### src/rtl/qm_pkg.sv
`timescale 1ns/1ps
package qm_pkg;

    // What one queue sees in a cycle
    typedef enum logic [1:0] {
        QOP_IDLE = 2'd0,
        QOP_PUSH = 2'd1,
        QOP_POP  = 2'd2,
        QOP_BOTH = 2'd3
    } qop_e;

    function automatic qop_e qop_decode(input logic push_here, input logic pop_here);
        qop_e op;
        case ({push_here, pop_here})
            2'b10:   op = QOP_PUSH;
            2'b01:   op = QOP_POP;
            2'b11:   op = QOP_BOTH;
            default: op = QOP_IDLE;
        endcase
        return op;
    endfunction

    // Default descriptor region layout
    localparam int          QM_DEF_REGS = 2;
    localparam int unsigned QM_DEF_BASE  [QM_DEF_REGS] = '{32'h0000_1000, 32'h0000_8000};
    localparam int          QM_DEF_SZLG  [QM_DEF_REGS] = '{6, 7};
    localparam int          QM_DEF_CNTLG [QM_DEF_REGS] = '{4, 4};
    localparam int          QM_DEF_START [QM_DEF_REGS] = '{0, 16};

endpackage

### src/rtl/qm_region_fwd.sv
`timescale 1ns/1ps
module qm_region_fwd #(
    parameter int          ADDR_W  = 32,
    parameter int          IDX_W   = 5,
    parameter int          NUM_REG = qm_pkg::QM_DEF_REGS,
    parameter int unsigned REG_BASE  [NUM_REG] = qm_pkg::QM_DEF_BASE,
    parameter int          REG_SZLG  [NUM_REG] = qm_pkg::QM_DEF_SZLG,
    parameter int          REG_CNTLG [NUM_REG] = qm_pkg::QM_DEF_CNTLG,
    parameter int          REG_START [NUM_REG] = qm_pkg::QM_DEF_START
) (
    input  logic [ADDR_W-1:0] addr,
    output logic              hit,
    output logic [IDX_W-1:0]  idx
);
    logic [NUM_REG-1:0] hit_r;
    logic [IDX_W-1:0]   idx_r [NUM_REG];

    for (genvar r = 0; r < NUM_REG; r++) begin : g_reg
        localparam logic [ADDR_W-1:0] BASE = ADDR_W'(REG_BASE[r]);
        localparam logic [ADDR_W-1:0] MASK = (ADDR_W'(1) << REG_SZLG[r]) - ADDR_W'(1);
        logic [ADDR_W-1:0] off;
        assign off      = addr - BASE;
        assign hit_r[r] = (addr >= BASE)
                        && ((off >> (REG_SZLG[r] + REG_CNTLG[r])) == '0)
                        && ((off & MASK) == '0);
        assign idx_r[r] = IDX_W'(REG_START[r]) + IDX_W'(off >> REG_SZLG[r]);
    end

    always_comb begin
        hit = 1'b0;
        idx = '0;
        for (int r = NUM_REG - 1; r >= 0; r--) begin
            if (hit_r[r]) begin
                hit = 1'b1;
                idx = idx_r[r];
            end
        end
    end
endmodule

### src/rtl/qm_region_rev.sv
`timescale 1ns/1ps
module qm_region_rev #(
    parameter int          ADDR_W  = 32,
    parameter int          IDX_W   = 5,
    parameter int          NUM_REG = qm_pkg::QM_DEF_REGS,
    parameter int unsigned REG_BASE  [NUM_REG] = qm_pkg::QM_DEF_BASE,
    parameter int          REG_SZLG  [NUM_REG] = qm_pkg::QM_DEF_SZLG,
    parameter int          REG_CNTLG [NUM_REG] = qm_pkg::QM_DEF_CNTLG,
    parameter int          REG_START [NUM_REG] = qm_pkg::QM_DEF_START
) (
    input  logic [IDX_W-1:0]  idx,
    output logic [ADDR_W-1:0] addr
);
    logic [NUM_REG-1:0] in_r;
    logic [ADDR_W-1:0]  addr_r [NUM_REG];

    for (genvar r = 0; r < NUM_REG; r++) begin : g_reg
        int rel;
        assign rel       = int'({1'b0, idx}) - REG_START[r];
        assign in_r[r]   = (rel >= 0) && (rel < (1 << REG_CNTLG[r]));
        assign addr_r[r] = ADDR_W'(REG_BASE[r]) + (ADDR_W'(rel) << REG_SZLG[r]);
    end

    always_comb begin
        addr = '0;
        for (int r = NUM_REG - 1; r >= 0; r--) begin
            if (in_r[r]) addr = addr_r[r];
        end
    end
endmodule

### src/rtl/qm_queue_store.sv
`timescale 1ns/1ps
module qm_queue_store
    import qm_pkg::*;
#(
    parameter int NUM_Q      = 4,
    parameter int LINK_DEPTH = 32,
    localparam int IDX_W = $clog2(LINK_DEPTH),
    localparam int CNT_W = $clog2(LINK_DEPTH + 1),
    localparam int QL_W  = (NUM_Q > 1) ? $clog2(NUM_Q) : 1
) (
    input  logic             clk,
    input  logic             rst,
    input  logic             push_do,
    input  logic [QL_W-1:0]  push_ql,
    input  logic [IDX_W-1:0] push_idx,
    input  logic             pop_do,
    input  logic [QL_W-1:0]  pop_ql,
    input  logic [QL_W-1:0]  peek_ql,
    output logic             pop_got,
    output logic [IDX_W-1:0] pop_idx,
    output logic [CNT_W-1:0] peek_cnt
);
    logic [IDX_W-1:0] link_q [LINK_DEPTH];
    logic [IDX_W-1:0] head_a [NUM_Q];
    logic [IDX_W-1:0] tail_a [NUM_Q];
    logic [CNT_W-1:0] cnt_a  [NUM_Q];

    for (genvar g = 0; g < NUM_Q; g++) begin : g_q
        logic [IDX_W-1:0] hd, tl;
        logic [CNT_W-1:0] ct;
        qop_e             op;

        assign op = qop_decode(push_do && (push_ql == QL_W'(g)),
                               pop_do  && (pop_ql  == QL_W'(g)));

        always_ff @(posedge clk) begin
            if (rst) begin
                hd <= '0;
                tl <= '0;
                ct <= '0;
            end else begin
                case (op)
                    QOP_PUSH: begin
                        if (ct == '0) hd <= push_idx;
                        tl <= push_idx;
                        ct <= ct + CNT_W'(1);
                    end
                    QOP_POP: begin
                        if (ct != '0) begin
                            hd <= link_q[hd];
                            ct <= ct - CNT_W'(1);
                        end
                    end
                    QOP_BOTH: begin
                        // push lands first; an empty queue just forwards it
                        if (ct != '0) begin
                            tl <= push_idx;
                            hd <= (ct == CNT_W'(1)) ? push_idx : link_q[hd];
                        end
                    end
                    default: ;
                endcase
            end
        end

        assign head_a[g] = hd;
        assign tail_a[g] = tl;
        assign cnt_a[g]  = ct;
    end

    always_ff @(posedge clk) begin
        if (rst) begin
            for (int i = 0; i < LINK_DEPTH; i++) link_q[i] <= '0;
        end else if (push_do && (cnt_a[push_ql] != '0)) begin
            link_q[tail_a[push_ql]] <= push_idx;
        end
    end

    logic pop_empty, same_q;
    assign pop_empty = (cnt_a[pop_ql] == '0);
    assign same_q    = push_do && pop_do && (push_ql == pop_ql);
    assign pop_got   = pop_do && (!pop_empty || same_q);
    assign pop_idx   = pop_empty ? push_idx : head_a[pop_ql];
    assign peek_cnt  = cnt_a[peek_ql];
endmodule

### src/rtl/qm_linked_queue.sv
`timescale 1ns/1ps
module qm_linked_queue #(
    parameter int          QNUM_W     = 8,
    parameter int          BASE_Q     = 8,
    parameter int          NUM_Q      = 4,
    parameter int          ADDR_W     = 32,
    parameter int          LINK_DEPTH = 32,
    parameter int          NUM_REG    = qm_pkg::QM_DEF_REGS,
    parameter int unsigned REG_BASE  [NUM_REG] = qm_pkg::QM_DEF_BASE,
    parameter int          REG_SZLG  [NUM_REG] = qm_pkg::QM_DEF_SZLG,
    parameter int          REG_CNTLG [NUM_REG] = qm_pkg::QM_DEF_CNTLG,
    parameter int          REG_START [NUM_REG] = qm_pkg::QM_DEF_START,
    localparam int IDX_W = $clog2(LINK_DEPTH),
    localparam int CNT_W = $clog2(LINK_DEPTH + 1),
    localparam int QL_W  = (NUM_Q > 1) ? $clog2(NUM_Q) : 1
) (
    input  logic              clk,
    input  logic              rst,
    input  logic              push_en,
    input  logic [QNUM_W-1:0] push_q,
    input  logic [ADDR_W-1:0] push_addr,
    input  logic              pop_en,
    input  logic [QNUM_W-1:0] pop_q,
    output logic              pop_valid,
    output logic [ADDR_W-1:0] pop_addr,
    output logic              push_err,
    input  logic [QNUM_W-1:0] peek_q,
    output logic [CNT_W-1:0]  peek_count
);
    function automatic logic q_ok(input logic [QNUM_W-1:0] q);
        return (int'({1'b0, q}) >= BASE_Q) && (int'({1'b0, q}) < BASE_Q + NUM_Q);
    endfunction

    function automatic logic [QL_W-1:0] q_loc(input logic [QNUM_W-1:0] q);
        return QL_W'(int'({1'b0, q}) - BASE_Q);
    endfunction

    logic             push_hit, push_do, pop_do, pop_got;
    logic [IDX_W-1:0] push_idx, pop_idx;
    logic [CNT_W-1:0] peek_cnt;

    qm_region_fwd #(
        .ADDR_W(ADDR_W), .IDX_W(IDX_W), .NUM_REG(NUM_REG),
        .REG_BASE(REG_BASE), .REG_SZLG(REG_SZLG),
        .REG_CNTLG(REG_CNTLG), .REG_START(REG_START)
    ) u_fwd (
        .addr(push_addr),
        .hit (push_hit),
        .idx (push_idx)
    );

    assign push_do = push_en && push_hit && q_ok(push_q);
    assign pop_do  = pop_en && q_ok(pop_q);

    qm_queue_store #(
        .NUM_Q(NUM_Q), .LINK_DEPTH(LINK_DEPTH)
    ) u_store (
        .clk     (clk),
        .rst     (rst),
        .push_do (push_do),
        .push_ql (q_loc(push_q)),
        .push_idx(push_idx),
        .pop_do  (pop_do),
        .pop_ql  (q_loc(pop_q)),
        .peek_ql (q_loc(peek_q)),
        .pop_got (pop_got),
        .pop_idx (pop_idx),
        .peek_cnt(peek_cnt)
    );

    logic             pop_got_r;
    logic [IDX_W-1:0] pop_idx_r;
    logic [ADDR_W-1:0] rev_addr;

    always_ff @(posedge clk) begin
        if (rst) begin
            pop_valid <= 1'b0;
            pop_got_r <= 1'b0;
            pop_idx_r <= '0;
            push_err  <= 1'b0;
        end else begin
            pop_valid <= pop_en;
            pop_got_r <= pop_got;
            pop_idx_r <= pop_idx;
            push_err  <= push_en && !push_do;
        end
    end

    qm_region_rev #(
        .ADDR_W(ADDR_W), .IDX_W(IDX_W), .NUM_REG(NUM_REG),
        .REG_BASE(REG_BASE), .REG_SZLG(REG_SZLG),
        .REG_CNTLG(REG_CNTLG), .REG_START(REG_START)
    ) u_rev (
        .idx (pop_idx_r),
        .addr(rev_addr)
    );

    assign pop_addr   = pop_got_r ? rev_addr : '0;
    assign peek_count = q_ok(peek_q) ? peek_cnt : '0;
endmodule

### config.mk
export PLATFORM = sky130hd
export DESIGN_NAME = qm_linked_queue
export DESIGN_NICKNAME = d
export VERILOG_FILES = /design/src/rtl/qm_pkg.sv /design/src/rtl/qm_region_fwd.sv /design/src/rtl/qm_region_rev.sv /design/src/rtl/qm_queue_store.sv /design/src/rtl/qm_linked_queue.sv
export SDC_FILE = /design/constraint.sdc
export NUM_CORES = 1
export LEC_CHECK = 0
export ABC_AREA = 1
export BUFFER_PORTS_ARGS = -buffer_cell sky130_fd_sc_hd__buf_2
export CAP_MARGIN = 20
export CORE_MARGIN = 1
export CORE_UTILIZATION = 45
export CTS_CLUSTER_SIZE = 20
export DETAILED_ROUTE_END_ITERATION = 7
export RECOVER_POWER = 100
export SLEW_MARGIN = 10
export SYNTH_ARGS = -nofsm -noshare
export SYNTH_HDL_FRONTEND = slang
export SYNTH_HIERARCHICAL = 1
export SYNTH_SLANG_ARGS = --single-unit
### constraint.sdc
create_clock -name clk -period 8.95 [get_ports clk]
set_clock_uncertainty 0.1 [all_clocks]
set_input_delay 0.4475 -clock clk [delete_from_list [all_inputs] [get_ports clk]]
set_output_delay 0.4475 -clock clk [all_outputs]
set_load 0.005 [all_outputs]
==> reports/qor.txt, run 1 <==
status = finished, violations left
failing checks = capacitance limit, slew limit
Hold Path Origin = pop_en
vias per inst = 5.83
Root Buffer = clkbuf_16
RSZ-0062 raised after global routing = no
part of the power in combinational logic = 6.9%
critical path, cell by cell = clkbuf_1, nor2_1, nand2_1, nor2_1, nand3_1, nand2_1, nand3_1, nor2_1, nand2_1, nand2_1, nand2_1, inv_1, nand2_1, nor2_1, nand2_1, nor2_1, clkbuf_1, nand3_1, nand2_1
PwrDens = 133 nW/um^2
total number of vias = 19070
total core area = 39800 sq um
Max VDD drop = 0.151 mV
CTS tree = done
Crit Path Category = primary input to flip-flop
Worst slew margin = -54.2%
async set-reset flop share out of synthesis = 0%
Final ANT Viol Nets = 0
crit share post-route = 60.5%
sequential element share of the synthesized area = 36.5%
highest clock rate = 185 MHz
Synth cell types = 45
post-synth top area share = 26.4%
prevailing post-synth register cell = edfxtp_1
Worst path most repeated cell = nand2_1
Synth Warn # = 6
Placer Congestion = 0.982
TNS Setup = 0 ns
CP peak stage delay = 1.38 ns
post-route insts no fill = 3270
crit path time final = 5.42 ns
Internal = 1.94 mW
worst path arrival time = 5.53 ns
WL per Instance = 20.6 microns
PortBufs = 74
vias in the first global route = 17078
final setup violation count = 0
CP Capture Type = flip-flop
hold buffer count at cts = 0
H-tree Lvls = 1
crit path launch = push_addr[22]
worst slew pin tran = 2.31 ns
sw frac = 24.4%
layout cell share with drive strength beyond 1 = 7.03%
initial antenna violation count = 0
final slew viol count = 143
fin util = 48.5%
area leader, netlist = edfxtp_1
count leader, synth = nand2_1
grt ovf = 0
postcts setup bufs = 0
Rows = 73
CTS buffer count = 27
GRT Total Usage = 32.4%
Resize count post-CTS = 0
num ports = 100
Die H = 203 microns
CP Max Fanout = 32
final WL = 67200 microns
EDFF count, synth = 160
pin count of the biggest net entering global routing = 85
placed insts = 3222
FF-to-FF Start = u_store/g_q[0].ct[0]
Clock transition at path regs = 0.06 ns
commonest cells in the netlist = nand2_1 (819), nand3_1 (428), nor2_1 (272)
CP Launch Type = primary input
worst endpoint required time = 9.06 ns
Leak = 7.89 nW
CTS sink count = 252
starting density of the core = 45.7%
crit path max-delay cell type = clkbuf_1
final hold violation count = 0
Initial DRC Count = 2485
Sw Pwr = 0.628 mW
Sequential Power Share = 51.2%
clock share of power = 41.9%
cell area after synthesis = 18200 sq um
Post-Syn Area per Cell = 6.57 sq um
Seq cells post-synth = 252
worst hold-check path type = primary input to flip-flop
top cells by area, synth = edfxtp_1 (26%), nand2_1 (17%), nand3_1 (12%), dfxtp_1 (10%), nor2_1 (5.6%)
Final nets = 2805
Die ar. = 41200 sq um
fill cell count = 4125
max_cap viols = 4
first-pass GRT wire length = 102000 microns
Mapped Cells = 2767
DRC Markers = 0
Clock Tree Buf Depth = 3
Post-DP HPWL = 46300 microns
worst path bufs/invs = 3
family with the most delay on the worst path = simple AND/OR/NAND/NOR gates
First-pass DRT Iterations = 6
Clock Latency Late Sink = 0.57 ns
die width = 203 microns
area growth from synthesis to layout = 6.29%
state kept, by name (all words and copies together), names as in the netlist, named ones only:
signal	count
pop_valid	1
u_store/g_q.hd	20
push_err	1
pop_idx_r	5
u_store/g_q.ct	24
u_store/g_q.tl	20
pop_got_r	1
u_store/link_q	160
path summary, 6_finish.rpt:
check                           depth (start not counted)               endpoint  slack, ns
worst max register to register                          9  u_store/link_q[12][3]       4.84
worst min-delay path                                    3              pop_valid       0.02
worst min register to register                          2   u_store/g_q[3].ct[5]       0.39
worst max-delay path                                   19  u_store/link_q[12][3]       3.53
worst register-to-register path, delay by kind of cell (launching register included):
| kind | cells | cell delay [ns] |
|---|---|---|
| and+or+nand+nor | 7 | 1.67 |
| buffers and inverters | 2 | 1.52 |
| DFF | 1 | 0.47 |
per-layer routing:
metal	part of all wire [%]	track usage (%)
met5	0	0
met4	3.9	11.6
met3	9.7	4.90
met2	44	50.5
met1	42	45.3
cells by family after synthesis:
kind of cell	after synthesis	synth area share, %
adder cells (fa/ha/maj)	19	1.31
other	1	0.0206
XOR/XNOR	6	0.289
flip-flops	252	36.5
AO/OA/AOI/OAI	446	13.8
AND/OR/NAND/NOR	1614	38.4
buffers and inverters	429	9.71
cells in the final DEF, fill, tap and decap left out, types with 3 or more instances in the layout:
cell type  netlist  routed
nand2_4          3       3
a22o_1           4       4
clkinv_2         1       5
dfxtp_1         92      85
o211ai_1        86      86
clkinv_1         9      13
nand2_2          9       7
dfxtp_4          0       3
or2_2            3       3
nor2_1         272     275
nor2_4          13      11
clkbuf_4         0       4
nand3_2         17       3
xnor2_1          3       3
nor3_1          14      14
dfxtp_2          0       4
o21ai_0        170     174
nor2_2          18      17
a22oi_1          7       7
nand2_1        819     821
inv_2           18      15
edfxtp_1       160     160
xor2_1           3       3
nand4_1         12      12
clkbuf_16        0      27
a21oi_1        164     164
ha_1            19      19
inv_1          209     211
buf_2           30      62
clkbuf_8         0       3
conb_1           1      25
nand3_1        428     442
buf_4           25      21
clkbuf_1       124      18
power groups by stage:
stage	combinational, mW	sequential, mW	clock, mW
floorplan	0.121	1.32	0
global placement	0.171	1.34	0
detailed placement	0.173	1.34	0
CTS	0.174	1.32	1.10
global route	0.197	1.32	1.14
finish	0.176	1.32	1.08
layout make-up:
type | count | area [sq um] | area share (%)
clock inverter | 8 | 61.3 | 0.317
antenna | 1 | 2.50 | 0.0129
multi-input combinational | 2110 | 9770 | 50.5
sequential | 252 | 6660 | 34.5
inverter | 237 | 891 | 4.61
timing repair buffer | 98 | 527 | 2.72
clock buffer | 39 | 766 | 3.96
tap | 525 | 657 | 3.40
per-stage QoR:
step | hold WS, ns | total power, mW | setup WS, ns | instance area, sq um
after floorplan | 0.353 | 1.44 | 5.46 | 18300
after global placement | 0.371 | 1.51 | 4.66 | 18600
after detailed placement | 0.379 | 1.51 | 4.52 | 18600
after CTS | 0.00365 | 2.59 | 5.09 | 19500
after global routing | 0.0276 | 2.66 | 3.16 | 19300
final | 0.0229 | 2.57 | 3.53 | 19300
Power figures use the tool's default switching activity.
==> inputs of run 2 (changes only) <==
clock period = 5.15 ns   (was 8.95 ns; I/O delays follow)
==> run 2 against run 1 <==
Effect of this change: the run still ends with capacitance limit, slew limit left; die area is the same; count of clock-buffer cells in the layout grew 2; worst hold slack better by 0.034 ns; first-iteration DRC count rose by 1.5%; worst setup slack got worse by 2.5 ns; combinational power up 74%; cell area rose by 1.1%; sequential power up 73%; largest power group unchanged; non-clock buffer count grew 10; critical path depth did not move; core utilization up 0.52 points.
==> reports/qor.txt, run 2 (synthesis gave the netlist of run 1 again) <==
GRT Total Usage = 32.5%
Sequential Power Share = 49.5%
number of diodes = 0
total number of vias = 19202
Clock transition at path regs = 0.06 ns
Worst path most repeated cell = nand2_1
Max VDD drop = 0.263 mV
Die ar. = 41200 sq um
highest clock rate = 244 MHz
Worst slew margin = -24.9%
Hold Path Origin = push_q[6]
num ports = 100
CP Max Fanout = 32
CP peak stage delay = 0.71 ns
worst endpoint required time = 5.29 ns
worst hold-check path type = primary input to flip-flop
CTS buffer count = 28
failing checks = capacitance limit, slew limit
worst reg2reg path endpoint = u_store/link_q[15][0]
most common cell after layout, fill and taps aside = nand2_1
Root Buffer = clkbuf_16
most frequent cells in the layout = nand2_1 (821), nand3_1 (442), nor2_1 (274)
Final nets = 2816
final setup violation count = 0
pin count of the biggest net entering global routing = 97
DRC Markers = 0
Rows = 73
clock share of power = 43.9%
post-route insts no fill = 3284
RSZ-0062 raised after global routing = no
PortBufs = 74
worst path arrival time = 4.23 ns
CTS sink count = 252
fill cell count = 4119
CTS tree = done
final slew viol count = 76
cell count along the critical path = 19
biggest regs = u_store/link_q x160, u_store/g_q.ct x24
Clock Tree Buf Depth = 3
initial antenna violation count = 0
part of the power in combinational logic = 6.6%
Worst Setup EP = u_store/link_q[15][0]
critical path, cell by cell = clkbuf_1, nor2_1, nand2_1, nor2_1, nand3_1, nand2_1, nand3_1, nor2_1, nand2_1, nand2_1, nand2_1, inv_1, nand2_1, nor2_1, nand2_1, nor2_2, clkbuf_2, nand3_1, nand2_1
status = finished, violations left
PwrDens = 237 nW/um^2
starting density of the core = 45.7%
TNS Setup = 0 ns
worst slew pin tran = 1.87 ns
final hold violation count = 0
max reg flops = 160
Reg2Reg Setup Slack = 1.90 ns
final WL = 67700 microns
max_cap viols = 2
placed insts = 3227
Largest Register = u_store/link_q
crit path max-delay cell type = clkbuf_2
total core area = 39800 sq um
Sw Pwr = 1.16 mW
sw frac = 25.1%
WL per Instance = 20.6 microns
CP Capture Type = flip-flop
Crit Path Category = primary input to flip-flop
crit path launch = push_addr[22]
Initial DRC Count = 2522
crit share post-route = 79.4%
Placer Congestion = 1.03
Leak = 7.98 nW
Internal = 3.47 mW
R2R cell count = 11
Clock Latency Late Sink = 0.59 ns
H-tree Lvls = 1
CP Launch Type = primary input
Final ANT Viol Nets = 0
grt ovf = 0
vias in the first global route = 17318
FF-to-FF Start = u_store/g_q[2].ct[3]
layout cell share with drive strength beyond 1 = 7.50%
worst path bufs/invs = 3
family with the most delay on the worst path = simple AND/OR/NAND/NOR gates
First-pass DRT Iterations = 6
Post-DP HPWL = 46600 microns
Resize count post-CTS = 0
Die H = 203 microns
crit path time final = 4.09 ns
die width = 203 microns
first-pass GRT wire length = 103000 microns
vias per inst = 5.85
area growth from synthesis to layout = 7.42%
run 2: cell count changes in the layout (fill, tap and decap cells not counted), sizes merged:
| cell | change |
|---|---|
| dlygate4sd3 | +4 |
| clkinv | +1 |
| clkinvlp | +3 |
| inv | -1 |
| diode | -1 |
| buf | +6 |
| clkbuf | +2 |
run 2: stage by stage:
stage | hold slack, ns | util, % | power, mW | area (sq um) | setup WS [ns]
2_1_floorplan | 0.230 | - | 2.50 | 18300 | 1.85
3_3_place_gp | 0.371 | 46.9 | 2.62 | 18700 | 1.09
3_5_place_dp | 0.389 | 46.9 | 2.63 | 18700 | 0.943
4_1_cts | 0.0408 | 49.3 | 4.65 | 19600 | 1.56
5_1_grt | 0.0982 | 49.1 | 4.77 | 19500 | 0.652
6_report | 0.0574 | 49.1 | 4.63 | 19500 | 1.06
run 2: worst min path at each step:
stage                                      end  slack (ns)  depth (start not counted)
after floorplan           u_store/g_q[0].ct[5]        0.23                          1
after global placement    u_store/g_q[3].ct[5]        0.37                          2
after detailed placement  u_store/g_q[3].ct[5]        0.39                          2
after CTS                             push_err        0.04                          5
after global routing                  push_err         0.1                          5
final                                 push_err        0.06                          5
run 2: worst min-delay path: stages:
cell and delay (ns):
buf_2 0.08, nor2_1 0.06, nand2_1 0.06, nor2_1 0.11
nor2_1 0.14
run 2: cell type report:
| cell class | count | area [sq um] | share of cell area (%) |
|---|---|---|---|
| inverters | 237 | 892 | 4.57 |
| multi-input cells | 2110 | 9770 | 50.0 |
| clock buffers | 41 | 820 | 4.19 |
| well taps | 525 | 657 | 3.36 |
| clock inverters | 11 | 116 | 0.596 |
| flip-flops and latches | 252 | 6660 | 34.1 |
| repair buffers | 108 | 622 | 3.18 |
run 2: timing repair:
action,in CTS,in global routing
endpoints found under the hold margin,11,0
hold buffers,4,0
buffers inserted,0,0
run 2: routing by layer:
metal	routed length [microns]	track usage, %
met2	29300	50.0
met4	2920	13.6
met1	28600	45.2
met5	0	0
met3	7010	5.22
run 2: power groups by stage:
| stage | clock network, mW | registers [mW] | logic (mW) |
|---|---|---|---|
| after floorplan | 0 | 2.29 | 0.210 |
| after global placement | 0 | 2.33 | 0.295 |
| after detailed placement | 0 | 2.33 | 0.299 |
| after CTS | 2.07 | 2.29 | 0.303 |
| after global routing | 2.13 | 2.30 | 0.343 |
| final | 2.03 | 2.29 | 0.307 |
==> inputs of run 3 (changes only) <==
clock period = 4.3 ns   (was 5.15 ns; I/O delays follow)
==> run 3 against run 2 <==
Effect of this change: the flow still finishes with violations (capacitance limit, slew limit); critical endpoint is now u_store/g_q[0].ct[5]; total power increased by 24%; sequential power increased by 20%; count of clock-buffer cells in the layout decreased by 3; wire length decreased by 0.29%; combinational power increased by 20%; register-to-register slack got worse by 0.49 ns; cell count increased by 0.18%; die area unchanged.
==> reports/qor.txt, run 3 (synthesis gave the netlist of run 1 again) <==
Crit Path Category = primary input to flip-flop
Reg area = 6660 sq um
crit share post-route = 81.2%
Largest Register = u_store/link_q
DRC Markers = 0
post-route insts no fill = 3290
vias per inst = 5.84
fill cell count = 4077
CTS sink count = 252
footprint of the multi-input gates = 9770 sq um
final WL = 67500 microns
CTS buffer count = 29
RSZ-0062 raised after global routing = no
total core area = 39800 sq um
initial antenna violation count = 0
final setup violation count = 0
layout cell share with drive strength beyond 1 = 7.67%
PwrDens = 293 nW/um^2
Die ar. = 41200 sq um
PortBufs = 74
worst hold-check path type = primary input to flip-flop
Leak = 8.06 nW
die width = 203 microns
Clock transition at path regs = 0.06 ns
Clock Latency Late Sink = 0.60 ns
TNS Setup = 0 ns
failing checks = capacitance limit, slew limit
H-tree Lvls = 1
Max VDD drop = 0.320 mV
hold buffer count at cts = 4
worst slew pin tran = 1.50 ns
crit path launch = push_addr[22]
crit path time final = 3.49 ns
num ports = 100
Final nets = 2822
Resize count post-CTS = 0
total number of vias = 19225
Reg2Reg Setup Slack = 1.41 ns
hold path depth = 6
CP Capture Type = flip-flop
final slew viol count = 21
highest clock rate = 286 MHz
area growth from synthesis to layout = 8.15%
vias in the first global route = 17286
starting density of the core = 45.7%
WL per Instance = 20.5 microns
status = finished, violations left
CP Max Fanout = 8
GRT Total Usage = 32.4%
CTS tree = done
Final ANT Viol Nets = 0
Root Buffer = clkbuf_16
First-pass DRT Iterations = 6
max_cap viols = 1
grt ovf = 0
fin util = 49.4%
worst path arrival time = 3.85 ns
CP Launch Type = primary input
pin count of the biggest net entering global routing = 90
placed insts = 3232
biggest regs = u_store/link_q x160, u_store/g_q.ct x24
Initial DRC Count = 2286
FF-to-FF Start = u_store/g_q[0].tl[0]
R2R cell count = 5
max reg flops = 160
worst endpoint required time = 4.66 ns
Rows = 73
postcts setup bufs = 0
most common cell after layout, fill and taps aside = nand2_1
final hold violation count = 0
Post-DP HPWL = 46500 microns
worst reg2reg path endpoint = u_store/link_q[12][1]
Clock Tree Buf Depth = 3
Worst Setup EP = u_store/g_q[0].ct[5]
Placer Congestion = 0.976
most frequent cells in the layout = nand2_1 (822), nand3_1 (442), nor2_1 (274)
first-pass GRT wire length = 102000 microns
number of diodes = 0
Die H = 203 microns
Worst slew margin = -0.0630%
## run 3: worst min path at each step
| stage | to | startpoint | slack [ns] |
|---|---|---|---|
| after floorplan | u_store/g_q[0].ct[5] | rst | 0.19 |
| after global placement | pop_valid | pop_en | 0.34 |
| after detailed placement | pop_valid | pop_en | 0.34 |
| after CTS | pop_got_r | pop_q[0] | 0.03 |
| after global routing | pop_got_r | pop_q[6] | 0.1 |
| final | pop_got_r | pop_q[0] | 0.06 |
## run 3: report_power, final
| group | switching, mW | internal (mW) | leakage (nW) |
|---|---|---|---|
| logic | 0.247 | 0.120 | 5.29 |
| registers | 0.0981 | 2.65 | 2.26 |
| clock network | 1.07 | 1.58 | 0.500 |
## run 3: area by class of cell
cell class | count | share of cell area [%]
clock inverter | 15 | 0.986
clock buffer | 38 | 4.14
timing repair buffer | 113 | 3.45
tap | 525 | 3.34
inverter | 237 | 4.53
sequential | 252 | 33.9
multi-input combinational | 2110 | 49.7
## run 3: metrics by stage
stage,setup WS (ns),cell area [sq um],power [mW],hold WS (ns)
CTS,1.10,19800,5.79,0.0307
global placement,0.511,18700,3.14,0.340
finish,0.807,19700,5.76,0.0582
global route,0.344,19700,5.93,0.0986
floorplan,1.04,18300,3.00,0.187
detailed placement,0.469,18700,3.15,0.343
## run 3: critical path: stages
cell and delay, ns:
clkbuf_1 0.13, nor2_1 0.16, nand2_1 0.10, nor2_1 0.21, nand3_2 0.08, nand2_1 0.14
nand2_2 0.05, nor2_1 0.30, nand2_1 0.14, nand2_1 0.17, nand2_1 0.07, inv_1 0.05
nand2_1 0.04, nor2_1 0.13, inv_1 0.08, nor2_1 0.19, inv_1 0.07, ha_1 0.29
inv_1 0.22, nor2_1 0.10, nor2_1 0.33, inv_1 0.11, a211oi_1 0.25, xnor2_1 0.15
nor2_1 0.05
## run 3: metal layers
metal / vias to the layer above / wire length, microns / track usage, %
met5: - / 0 / 0
met4: 0 / 2690 / 13.1
met3: 164 / 7340 / 6.24
met2: 1047 / 29400 / 50.1
met1: 8941 / 28200 / 44.4
li1: 9073 / - / -
